`src/rtl/rtc_pkg.sv`:
```
package rtc_pkg;
    localparam int RTC_AW = 12;
    localparam int RTC_DW = 32;
    localparam int RTC_SW = RTC_DW / 8;

    localparam logic [RTC_AW-1:0] OFS_SECS  = 12'h000;
    localparam logic [RTC_AW-1:0] OFS_MATCH = 12'h004;
    localparam logic [RTC_AW-1:0] OFS_FLAG  = 12'h008;
    localparam logic [RTC_AW-1:0] OFS_LOAD  = 12'h00C;
    localparam logic [RTC_AW-1:0] OFS_REL   = 12'h010;
    localparam logic [RTC_AW-1:0] OFS_MASK  = 12'hFD8;
    localparam logic [RTC_AW-1:0] OFS_IDENT = 12'hFE0;

    localparam logic [RTC_DW-1:0] IDENT_WORD = 32'h0004_1030;
    localparam logic [RTC_DW-1:0] MASK_WORD  = 32'h000F_FFFF;

    typedef enum logic [1:0] {
        PH_IDLE  = 2'd0,
        PH_SETUP = 2'd1,
        PH_DONE  = 2'd2
    } bus_phase_e;
endpackage

```
`src/rtl/rtc_prescaler.sv`:
```
module rtc_prescaler #(
    parameter int CLK_HZ = 100_000_000
) (
    input  logic clk,
    input  logic rst_n,
    input  logic clr,
    output logic tick
);
    localparam int CW = (CLK_HZ > 2) ? $clog2(CLK_HZ) : 1;
    localparam logic [CW-1:0] LAST = CW'(CLK_HZ - 1);

    logic [CW-1:0] cnt;

    assign tick = (cnt == LAST);

    always_ff @(posedge clk) begin
        if (!rst_n || clr || tick) begin
            cnt <= '0;
        end else begin
            cnt <= cnt + 1'b1;
        end
    end

    p_cnt_range_r6: assert property (@(posedge clk) disable iff (!rst_n)
        cnt <= LAST);
    p_tick_gap_r6: assert property (@(posedge clk) disable iff (!rst_n)
        tick |=> !tick);
endmodule

```
`src/rtl/rtc_bus_fsm.sv`:
```
module rtc_bus_fsm
    import rtc_pkg::*;
(
    input  logic clk,
    input  logic rst_n,
    input  logic psel,
    input  logic penable,
    input  logic pwrite,
    output logic wr_commit,
    output logic rd_active
);
    bus_phase_e st, st_nx;

    always_ff @(posedge clk) begin
        if (!rst_n) st <= PH_IDLE;
        else        st <= st_nx;
    end

    always_comb begin
        st_nx = st;
        unique case (st)
            PH_IDLE:  if (psel && !penable) st_nx = PH_SETUP;
            PH_SETUP: begin
                if (psel && penable) st_nx = PH_DONE;
                else if (!psel)      st_nx = PH_IDLE;
            end
            PH_DONE:  st_nx = (psel && !penable) ? PH_SETUP : PH_IDLE;
            default:  st_nx = PH_IDLE;
        endcase
    end

    always_comb begin
        wr_commit = 1'b0;
        rd_active = 1'b0;
        unique case (st)
            PH_SETUP: begin
                wr_commit = psel && penable && pwrite;
                rd_active = psel && penable && !pwrite;
            end
            default: ;
        endcase
    end

    p_commit_once_r12: assert property (@(posedge clk) disable iff (!rst_n)
        (wr_commit || rd_active) |=> !(wr_commit || rd_active));
endmodule

```
`src/rtl/rtc_irq_flag.sv`:
```
module rtc_irq_flag (
    input  logic clk,
    input  logic rst_n,
    input  logic match_evt,
    input  logic sw_wr,
    input  logic sw_set,
    output logic flag
);
    always_ff @(posedge clk) begin
        if (!rst_n)         flag <= 1'b0;
        else if (match_evt) flag <= 1'b1;
        else if (sw_wr)     flag <= sw_set;
    end

    p_match_sets_r9: assert property (@(posedge clk) disable iff (!rst_n)
        match_evt |=> flag);
    p_flag_holds_r9: assert property (@(posedge clk) disable iff (!rst_n)
        (flag && !(sw_wr && !sw_set)) |=> flag);
    p_quiet_stable_r4: assert property (@(posedge clk) disable iff (!rst_n)
        (!match_evt && !sw_wr) |=> $stable(flag));
endmodule

```
`src/rtl/sec_rtc.sv`:
```
module sec_rtc
    import rtc_pkg::*;
#(
    parameter int CLK_HZ = 100_000_000
) (
    input  logic              clk,
    input  logic              rst_n,
    input  logic              psel,
    input  logic              penable,
    input  logic              pwrite,
    input  logic [RTC_AW-1:0] paddr,
    input  logic [RTC_DW-1:0] pwdata,
    input  logic [RTC_SW-1:0] pstrb,
    output logic [RTC_DW-1:0] prdata,
    output logic              pready,
    output logic              irq
);
    logic wr_commit, rd_active, tick, flag;
    logic wr_full, do_load, do_match, do_flag, do_rel, match_evt;
    logic [RTC_DW-1:0] secs, secs_nx, match_q, rel_ref;

    rtc_bus_fsm u_fsm (
        .clk(clk), .rst_n(rst_n), .psel(psel), .penable(penable),
        .pwrite(pwrite), .wr_commit(wr_commit), .rd_active(rd_active)
    );

    rtc_prescaler #(.CLK_HZ(CLK_HZ)) u_pre (
        .clk(clk), .rst_n(rst_n), .clr(do_load), .tick(tick)
    );

    assign wr_full  = wr_commit && (pstrb == {RTC_SW{1'b1}});
    assign do_load  = wr_full && (paddr == OFS_LOAD);
    assign do_match = wr_full && (paddr == OFS_MATCH);
    assign do_flag  = wr_full && (paddr == OFS_FLAG);
    assign do_rel   = wr_full && (paddr == OFS_REL);

    always_comb begin
        if (do_load)   secs_nx = pwdata;
        else if (tick) secs_nx = secs + 1'b1;
        else           secs_nx = secs;
    end

    assign match_evt = tick && !do_load && (secs_nx == match_q);

    always_ff @(posedge clk) begin
        if (!rst_n) begin
            secs    <= '0;
            match_q <= '0;
            rel_ref <= '0;
        end else begin
            secs <= secs_nx;
            if (do_match) match_q <= pwdata;
            if (do_rel)   rel_ref <= secs_nx;
        end
    end

    rtc_irq_flag u_flag (
        .clk(clk), .rst_n(rst_n), .match_evt(match_evt),
        .sw_wr(do_flag), .sw_set(pwdata != '0), .flag(flag)
    );

    always_comb begin
        prdata = '0;
        if (rd_active) begin
            unique case (paddr)
                OFS_SECS:  prdata = secs;
                OFS_MATCH: prdata = match_q;
                OFS_FLAG:  prdata = {{(RTC_DW-1){1'b0}}, flag};
                OFS_REL:   prdata = secs - rel_ref;
                OFS_IDENT: prdata = IDENT_WORD;
                OFS_MASK:  prdata = MASK_WORD;
                default:   prdata = '0;
            endcase
        end
    end

    assign pready = 1'b1;
    assign irq    = flag;

    p_step_r6: assert property (@(posedge clk) disable iff (!rst_n)
        (tick && !do_load) |=> (secs == $past(secs) + 1'b1));
    p_hold_r6: assert property (@(posedge clk) disable iff (!rst_n)
        (!tick && !do_load) |=> $stable(secs));
    p_load_r5: assert property (@(posedge clk) disable iff (!rst_n)
        do_load |=> (secs == $past(pwdata)));
    p_match_hold_r3: assert property (@(posedge clk) disable iff (!rst_n)
        !do_match |=> $stable(match_q));
    p_idle_rdata_r12: assert property (@(posedge clk) disable iff (!rst_n)
        !(psel && penable) |-> (prdata == '0));
endmodule

```
`config.mk`:
```
export PLATFORM = sky130hd
export DESIGN_NAME = sec_rtc
export DESIGN_NICKNAME = d
export VERILOG_FILES = /design/src/rtl/rtc_pkg.sv /design/src/rtl/rtc_prescaler.sv /design/src/rtl/rtc_bus_fsm.sv /design/src/rtl/rtc_irq_flag.sv /design/src/rtl/sec_rtc.sv
export SDC_FILE = /design/constraint.sdc
export NUM_CORES = 1
export LEC_CHECK = 0
export BUFFER_PORTS_ARGS = -buffer_cell sky130_fd_sc_hd__buf_2
export CELL_PAD_IN_SITES_DETAIL_PLACEMENT = 0
export CELL_PAD_IN_SITES_GLOBAL_PLACEMENT = 1
export CORE_MARGIN = 10
export CORE_UTILIZATION = 44
export DETAILED_ROUTE_END_ITERATION = 7
export HOLD_SLACK_MARGIN = 0.02
export PLACE_DENSITY = 0.85
export SYNTH_ARGS = -nofsm -noshare
export SYNTH_HDL_FRONTEND = slang
export SYNTH_HIERARCHICAL = 1
export SYNTH_SLANG_ARGS = --single-unit
```
`constraint.sdc`:
```
create_clock -name clk -period 5 [get_ports clk]
set_input_delay 1 -clock clk [delete_from_list [all_inputs] [get_ports clk]]
set_output_delay 1 -clock clk [all_outputs]
set_load 0.01 [all_outputs]
```
Word-level counts from Yosys, hierarchy flattened
Index checks and enable logic that the tools add are counted.
{"block": "totals", "output_inout_bits": 34, "regBits": 126, "elab_cells": 57}
{"block": "op_classes", "n_mux": 13, "reduce_logical": 22, "add_sub_neg": 3, "n_eq_ne": 13}
{"op": "case mux 32 bit (6 select lines)", "n": 1}
{"op": "two-way mux 32 bit", "n": 3}
{"op": "adder 32 x 1 -> 32 bit (second input constant)", "n": 1}
{"op": "equality test 32 bit", "n": 1}
{"op": "nonzero test 32 bit", "n": 1}
{"op": "subtractor 32 bit", "n": 1}
{"op": "adder 27 x 1 -> 27 bit (second input constant)", "n": 1}
{"op": "equality test 27 bit (second input constant)", "n": 1}
{"op": "equality test 12 bit (second input constant)", "n": 2}
{"op": "equality test 12 x 4 -> 1 bit (second input constant)", "n": 2}
{"op": "equality test 12 x 3 -> 1 bit (second input constant)", "n": 1}
{"op": "equality test 12 x 5 -> 1 bit (second input constant)", "n": 1}
{"op": "logical NOT 12 bit", "n": 1}
{"op": "logical AND 1 bit", "n": 11}
{"op": "two-way mux 2 bit", "n": 3}
{"op": "case mux 2 bit (3 select lines)", "n": 1}
{"op": "two-way mux 1 bit", "n": 5}
{"op": "equality test 4 bit (second input constant)", "n": 1}
{"op": "logical NOT 1 bit", "n": 4}
{"op": "inequality test 3 x 2 -> 1 bit (second input constant)", "n": 1}
{"op": "equality test 2 x 1 -> 1 bit (second input constant)", "n": 1}
{"op": "equality test 2 bit (second input constant)", "n": 1}
{"op": "logical NOT 2 bit", "n": 1}
{"op": "logical OR 1 bit", "n": 2}
{"op": "3 further kinds", "n": 3}

Depth between registers and ports, before layout
Gate-level depths: netlist of run 1.
{"block": "logic_depth", "word_depth": 9, "depth_mapped": 16, "depth_no_buf": 14}

Modules after synthesis
Netlist of run 1, hierarchy kept.
{"mod": "sec_rtc", "area_per_inst_um2": 7073.0, "seq_area_each_um2": 1921.8, "cells_each": 987, "instances": 1}
{"mod": "rtc_prescaler", "area_per_inst_um2": 1335.0, "seq_area_each_um2": 540.5, "cells_each": 156, "instances": 1}
{"mod": "rtc_bus_fsm", "area_per_inst_um2": 81.3, "seq_area_each_um2": 40.0, "cells_each": 8, "instances": 1}
{"mod": "rtc_irq_flag", "area_per_inst_um2": 38.8, "seq_area_each_um2": 20.0, "cells_each": 3, "instances": 1}

Worst setup path before layout of run 1
OpenSTA, ideal clock, no wires.
{"block": "synth_timing", "path_kind": "reg2reg", "start": "register u_pre.cnt[0]", "end": "register u_flag.flag", "slack_ns": 0.661, "synth_period_minus_slack_ns": 4.339, "arrival_time_ns": 4.282, "required_ns": 4.942, "setup_ns": 0.058, "path_stages_with_launch": 16, "n_path_buf": 1, "cell_sequence": "dfxtp_1 -> ha_1 -> nand3_1 -> or2_1 -> buf_2 -> nor3_1 -> nand4_4 -> or3_4 -> or4_4 -> a21oi_2 -> or3_1 -> nand4_1 -> or4_1 -> or4_1 -> nor3_1 -> o21a_1"}
{"block": "synth_between", "elab_chain_cells": 6, "word_cells_on_any_way": 8, "cone_classes": "2 x eq/ne; 3 x mux; 3 x reduce/logical"}
{"element": "from (decl)", "line": "rtc_prescaler.sv:12", "source": "logic [CW-1:0] cnt;"}
{"element": "from (signal assigned)", "line": "rtc_prescaler.sv:20", "source": "cnt <= cnt + 1'b1;"}
{"element": "equality test 27 bit *", "line": "rtc_prescaler.sv:14", "source": "assign tick = (cnt == LAST);"}
{"element": "named net tick", "line": "sec_rtc.sv:18", "source": "logic wr_commit, rd_active, tick, flag;"}
{"element": "two-way mux 32 bit", "line": "sec_rtc.sv:39", "source": "else if (tick) secs_nx = secs + 1'b1;"}
{"element": "two-way mux 32 bit", "line": "sec_rtc.sv:38", "source": "if (do_load) secs_nx = pwdata;"}
{"element": "equality test 32 bit", "line": "sec_rtc.sv:43", "source": "assign match_evt = tick && !do_load && (secs_nx == match_q);"}
{"element": "logical AND 1 bit *", "line": "sec_rtc.sv:43"}
{"element": "named net match_evt", "line": "sec_rtc.sv:19", "source": "logic wr_full, do_load, do_match, do_flag, do_rel, match_evt;"}
{"element": "two-way mux 1 bit or nonzero test 2 bit (tied branches)"}
{"element": "to (signal assigned)", "line": "rtc_irq_flag.sv:12", "source": "else if (sw_wr) flag <= sw_set;"}
{"element": "to (decl)", "line": "rtc_irq_flag.sv:7", "source": "output logic flag"}
The timed path passes the listed nets; every way through them passes the cells marked *.
A chain may end at the register's enable or synchronous reset.

Worst setup path after layout of run 1
{"block": "layout_timing", "start": "register secs[0]", "end": "output port prdata[28]"}
{"block": "layout_between", "elab_chain_cells": 3}
{"element": "from (decl)", "line": "sec_rtc.sv:20", "source": "logic [RTC_DW-1:0] secs, secs_nx, match_q, rel_ref;"}
{"element": "from (signal assigned)", "line": "sec_rtc.sv:51", "source": "secs <= secs_nx;"}
{"element": "subtractor 32 bit", "line": "sec_rtc.sv:69", "source": "OFS_REL: prdata = secs - rel_ref;"}
{"element": "case mux 32 bit (6 select lines)", "line": "sec_rtc.sv:65", "source": "unique case (paddr)"}
{"element": "two-way mux 32 bit", "line": "sec_rtc.sv:64", "source": "if (rd_active) begin"}
{"element": "to (decl)", "line": "sec_rtc.sv:14", "source": "output logic [RTC_DW-1:0] prdata,"}
Every way passes these cells.

==> results of run 1 <==
[worst paths after layout]
check,to,slack [ns],cells past startpoint
setup reg to reg,u_flag/flag,0.42,15
setup / recovery,prdata[28],0.22,13
hold / removal,u_fsm/st[0],0.43,1
hold reg to reg,u_fsm/st[0],0.43,1
[synth_stat cells, types with 6 or more instances]
library cell	number
dfxtp_1	126
xor2_1	39
nand2_1	157
ha_1	33
o31ai_1	8
and2_1	21
o21ai_0	53
a221oi_1	18
a21o_1	14
and3_1	17
a21oi_1	127
nand2b_1	6
xnor2_1	40
a211oi_1	8
nand4_1	32
nor4_1	16
o22ai_1	12
or4_1	10
or3_1	13
or2_2	7
o211ai_1	9
nor3_1	27
nand3_1	29
inv_1	48
clkbuf_1	49
o21a_1	11
a22oi_1	15
nor2_1	122
[timing repair]
| action | CTS | global route |
|---|---|---|
| hold buffers | 0 | 0 |
| resized for setup | 1 | 5 |
| endpoints found under the setup margin | 5 | 7 |
[flip-flops by register name, summed over array words and instances, names as in the netlist]
name and flops:
match_q 32, rel_ref 32, secs 32, u_pre/cnt 27, u_fsm/st 2, u_flag/flag 1
[worst reg2reg max path: stages (launching register included)]
cell and delay, ns:
dfxtp_1 0.36, ha_1 0.25, nand3_1 0.18, or2_1 0.39
nor3_1 0.23, buf_4 0.22, and3_2 0.26, nand4_2 0.25
or4_1 0.56, a21oi_1 0.21, or3_1 0.14, nand4b_1 0.10
or4_1 0.52, or4_1 0.51, nor3_1 0.21, o21a_1 0.15
[cell type report]
| cell class | instances | area [µm²] | area share |
|---|---|---|---|
| flip-flops and latches | 126 | 2520 | 0.254 |
| well taps | 260 | 325 | 0.0328 |
| multi-input cells | 924 | 5650 | 0.570 |
| clock inverters | 12 | 186 | 0.0188 |
| inverters | 49 | 184 | 0.0185 |
| clock buffers | 20 | 447 | 0.0450 |
| repair buffers | 109 | 606 | 0.0610 |
[power by group]
group / switching [mW] / internal [mW] / total (mW) / leakage, nW
Clock: 0.496 / 0.851 / 1.35 / 0.297
Sequential: 0.00221 / 1.01 / 1.01 / 1.02
Combinational: 0.0502 / 0.0231 / 0.0733 / 2.51
[cell usage in the layout (no fill, tap or decap), types with 14 or more instances in the layout]
cell type | netlist | final
a21o_1 | 14 | 14
a21oi_1 | 127 | 127
a221oi_1 | 18 | 18
a22oi_1 | 15 | 15
and2_1 | 21 | 21
and3_1 | 17 | 17
buf_2 | 5 | 85
buf_4 | 1 | 24
clkbuf_16 | 0 | 17
dfxtp_1 | 126 | 126
ha_1 | 33 | 33
inv_1 | 48 | 48
nand2_1 | 157 | 157
nand3_1 | 29 | 28
nand4_1 | 32 | 32
nor2_1 | 122 | 122
nor3_1 | 27 | 26
nor4_1 | 16 | 16
o21ai_0 | 53 | 52
xnor2_1 | 40 | 40
xor2_1 | 39 | 39
[routing by layer]
metal / global-route usage / vias to the layer above
met4: 0.0771 / 0
met5: 0 / -
met1: 0.282 / 4185
li1: - / 4289
met3: 0.0524 / 55
met2: 0.374 / 302
[cells by family after synthesis]
kind of cell / synth area share
xor+xnor: 0.0864
mux: 0.00880
flops: 0.296
compound gates: 0.225
other cells: 0.000440
simple gates: 0.286
fa+ha+maj: 0.0508
buf+inv: 0.0469
==> run summary, run 1 <==
n_diodes: 0
worst path cell trace: inv_1 > ha_1 > fa_1 > nor2b_1 > o31ai_1 > a22oi_1 > o211ai_1 > a21boi_1 > o21ai_0 > o41ai_2 > xnor2_1 > o22ai_1 > buf_2
VDD IR-drop max: 0.247 mV
Unique masters post-synth: 76
root buffer cell: clkbuf_16
cell area after layout: 9920 µm²
largest net degree at the start of global routing: 58
fmax: 209 MHz
total gr overflow: 0
Die Area: 25400 µm²
Initial Utilization: 0.451
Worst Setup SP: secs[0]
DR top layer: met4
# DRC: 0
CTS sink cnt: 126
number of enable flip-flop cells after synthesis: 0
Synthesis Warnings: 6
endpoint class of the critical path: primary output
synthesized instance count: 1154
first-pass GRT wire length: 46.7 mm
Tot Pwr: 2.43 mW
minimum clock period: 4.78 ns
final std cells w/o fill: 1500
die width: 159 µm
H-tree depth: 4
post-synth top area share: 0.296
post-synthesis sequential area ratio: 0.296
met3 wire length: 2.15 mm
mapped cell area: 8530 µm²
maxcap violations: 0
CTS Buffer Depth: 2
final worst slack: 0.221 ns
vias in the first global route: 8530
Synth Area per Inst: 7.39 µm²
max-slew violation count: 0
initial antenna violation count: 0
dominant synthesized flop cell: dfxtp_1
worst relative slew slack: 0.262
HP Class: register to register
placed inst area: 9270 µm²
hold_ws: 0.427 ns
I/O Buffers: 85
post-route setup TNS: 0 ns
Hold Path Origin: u_fsm/st[0]
Power Density: 245 nW/µm²
drt via density: 5.89
status: completed
data required time of the worst path: 4.00 ns
worst-path maximum fanout: 5
critical path type: register to primary output
CP Launch Type: register
share of layout cells above drive strength 1: 0.138
Routed WL per cell: 19.5 µm
FP Rows: 50
CP delay by family, top: compound AO/OA/AOI/OAI gates
latest clock arrival within the worst-skew pair: 0.44 ns
worst-margin pin slew: 1.11 ns
DRC violation total after the first TritonRoute iteration: 779
CP peak stage delay: 0.40 ns
Crit-path slowest cell: dfxtp_1
wire length on met1: 12.8 mm
Die Ht: 159 µm
clock slew at reported path FFs: 0.06 ns
ANT nets after route: 0
share of synthesized registers carrying an async set or reset: 0
CP bufs+invs: 2
Hold Vio Cnt, Final: 0
CTS tree: yes
Final Util: 0.525
DR pass1 iterations: 5
LEAKAGE: 3.83 nW
Core Region: 18900 µm²
RSZ-0062 raised after global routing: false
CTS buffer count: 17
hpwl dp: 21.6 mm
Synth area leaders: dfxtp_1 (30%), a21oi_1 (7.5%), nand2_1 (6.9%), nor2_1 (5.4%), ha_1 (4.8%)
WL final: 29.3 mm
Setup WS pre-CTS: 0.103 ns
final count of negative-setup-slack endpoints: 0
met2 WL: 13.7 mm
Setup Skew: 0.0105 ns
fin nets: 1314
total I/O pin count: 87
GPL Wtd Cong: 0.931
Layout area overhead: 16.4%
Arr. time, crit path: 3.78 ns
cell taking the most area after synthesis: dfxtp_1
reg2reg start: u_pre/cnt[0]
vias after detailed routing: 8831
syn_nets: 1241
synthesis-stage register bit count: 126
placed cells: 1468
filler instances: 1936
Post-CTS Setup Inserts: 0
Tot GR Track Use: 0.226
crit share post-route: 0.956
(Power assumes the default switching activity.)
==> run 2, diff against run 1 <==
- PLACE_DENSITY: 0.85 -> 0.91
==> run 2 against run 1 <==
Against the previous run: clock skew down 0.00074 ns; total power shrank 8.0%; cell area down 0.62%; largest cell class unchanged; worst setup slack gained 0.052 ns; critical endpoint is now prdata[22]; register-to-register slack improved by 0.14 ns; clock power decreased by 15%; die area unchanged.
==> run summary, run 2 (synthesized netlist as in run 1, its figures left out) <==
status: completed
ANT nets after route: 0 (unchanged)
initial antenna violation count: 2 (+2)
Hold Vio Cnt, Final: 0 (unchanged)
share of layout cells above drive strength 1: 0.142 (+0.00369)
drt via density: 5.92 (+0.64%)
CP Launch Type: register
commonest non-fill, non-tap cells in the layout: nand2_1 (157), a21oi_1 (127), dfxtp_1 (126)
# DRC: 0 (unchanged)
placed inst area: 9290 µm² (+0.24%)
commonest non-fill, non-tap cell in the layout: nand2_1
hold_ws: 0.433 ns (+0.00599 ns)
FP Rows: 50 (unchanged)
Hold Path Sink: u_fsm/st[0]
total gr overflow: 0 (unchanged)
I/O Buffers: 85 (unchanged)
Crit-path slowest cell: dfxtp_1
Largest regs: match_q (32), rel_ref (32), secs (32)
hpwl dp: 21.6 mm (+0.11%)
DRC violation total after the first TritonRoute iteration: 737 (-5.4%)
vias after detailed routing: 8911 (+0.91%)
worst path cell trace: ha_1 > nor2b_1 > o31ai_1 > a22oi_1 > o211ai_1 > a21oi_1 > nor2_2 > xnor2_1 > a222oi_1 > nor2_1 > buf_2
endpoint class of the critical path: primary output
Arr. time, crit path: 3.73 ns (-0.05 ns)
# hold bufs at CTS: 0 (unchanged)
VDD IR-drop max: 0.222 mV (-10%)
Setup Skew: 0.00977 ns (-0.000740 ns)
worst-margin pin slew: 1.07 ns (-0.0387 ns)
fmax: 212 MHz (+1.1%)
crit share post-route: 0.945 (-0.0104)
DR pass1 iterations: 5 (unchanged)
R2R Setup Slk: 0.56 ns (+0.14 ns)
WL final: 29.1 mm (-0.52%)
maxcap violations: 0 (unchanged)
CTS Buffer Depth: 2 (unchanged)
Tot Pwr: 2.23 mW (-8.0%)
worst-path maximum fanout: 6 (+1)
Initial Utilization: 0.451 (unchanged)
Layout area overhead: 15.6%
CP peak stage delay: 0.50 ns (+0.10 ns)
RR Endpoint: u_flag/flag
critical path type: register to primary output
final count of negative-setup-slack endpoints: 0 (unchanged)
RSZ-0062 raised after global routing: false
CTS buffer count: 17 (unchanged)
Die Area: 25400 µm² (unchanged)
Tot GR Track Use: 0.221 (-0.00533)
reg2reg start: u_pre/cnt[0]
cell count of the worst hold path: 1 (unchanged)
latest clock arrival within the worst-skew pair: 0.43 ns (about the same)
clock slew at reported path FFs: 0.06 ns (about the same)
die width: 159 µm (unchanged)
GPL Wtd Cong: 0.934 (+0.35%)
cell area after layout: 9860 µm² (-0.62%)
CTS sink cnt: 126 (unchanged)
Die Ht: 159 µm (unchanged)
first-pass GRT wire length: 45.9 mm (-1.9%)
worst relative slew slack: 0.287 (+0.0252)
max-slew violation count: 0 (unchanged)
Hold Path Origin: u_fsm/st[1]
vias in the first global route: 8494 (-0.42%)
data required time of the worst path: 4.00 ns (about the same)
fin nets: 1317 (+0.23%)
largest net degree at the start of global routing: 56 (-3.4%)
HP Class: register to register
LEAKAGE: 3.79 nW (-0.84%)
Setup WS pre-CTS: 0.391 ns (+0.288 ns)
final worst slack: 0.273 ns (+0.0520 ns)
Power Density: 227 nW/µm² (-7.4%)
Core Region: 18900 µm² (unchanged)
post-route setup TNS: 0 ns (unchanged)
minimum clock period: 4.73 ns (-0.0520 ns)
CTS tree: yes
R2R cell count: 15 (unchanged)
total I/O pin count: 87 (unchanged)
Routed WL per cell: 19.4 µm (-0.79%)
H-tree depth: 4 (unchanged)
root buffer cell: clkbuf_16
==> run 2: through the flow <==
step           instances  utilization
3_3_place_gp        1471        0.492
3_5_place_dp        1471        0.492
2_1_floorplan       1154            -
5_1_grt             1503        0.522
6_report            1504        0.522
4_1_cts             1503        0.521
==> run 2: cell type report <==
| type | count | area (µm²) |
|---|---|---|
| fillers | 1872 | 9030 |
| multi-input cells | 924 | 5650 |
| diodes | 1 | 2.50 |
| well taps | 260 | 325 |
| clock buffers | 18 | 439 |
| inverters | 49 | 184 |
| flip-flops and latches | 126 | 2520 |
| clock inverters | 14 | 113 |
| repair buffers | 112 | 628 |
==> run 2: worst max-delay path by stage <==
stage / from / cells past startpoint / to / slack (ns)
after detailed placement: penable / 13 / u_flag/flag / 0.39
after global routing: secs[2] / 12 / prdata[23] / 0.01
after floorplan: u_pre/cnt[0] / 15 / u_flag/flag / 0.66
after global placement: penable / 13 / u_flag/flag / 0.57
after CTS: secs[2] / 12 / prdata[23] / 0.12
final: secs[2] / 11 / prdata[22] / 0.27
==> run 2: repair_timing <==
| action | CTS | global route |
|---|---|---|
| resized for setup | 0 | 4 |
| endpoints found under the hold margin | 0 | 0 |
| endpoints found under the setup margin | 0 | 7 |
| setup buffers | 0 | 0 |
==> run 2: routing by layer <==
metal	global-route usage	vias up	wire, µm
met5	0	-	11
met4	0.0741	2	752
met3	0.0578	53	2100
met2	0.359	333	13500
met1	0.277	4234	12700
li1	-	4289	-
==> run 2: worst max-delay path: cells and delay by family (launching register included) <==
| kind | cells | cell delay [ns] |
|---|---|---|
| AOI/OAI and AO/OA | 5 | 1.54 |
| buffers and inverters | 1 | 0.17 |
| and+or+nand+nor | 3 | 0.59 |
| xor gates and xnor gates | 1 | 0.16 |
| DFF | 1 | 0.50 |
| adders and majority gates | 1 | 0.33 |
==> run 2: power breakdown <==
group          internal, mW  switching [mW]
Clock                 0.652           0.500
Combinational        0.0231          0.0503
Sequential             1.01         0.00228
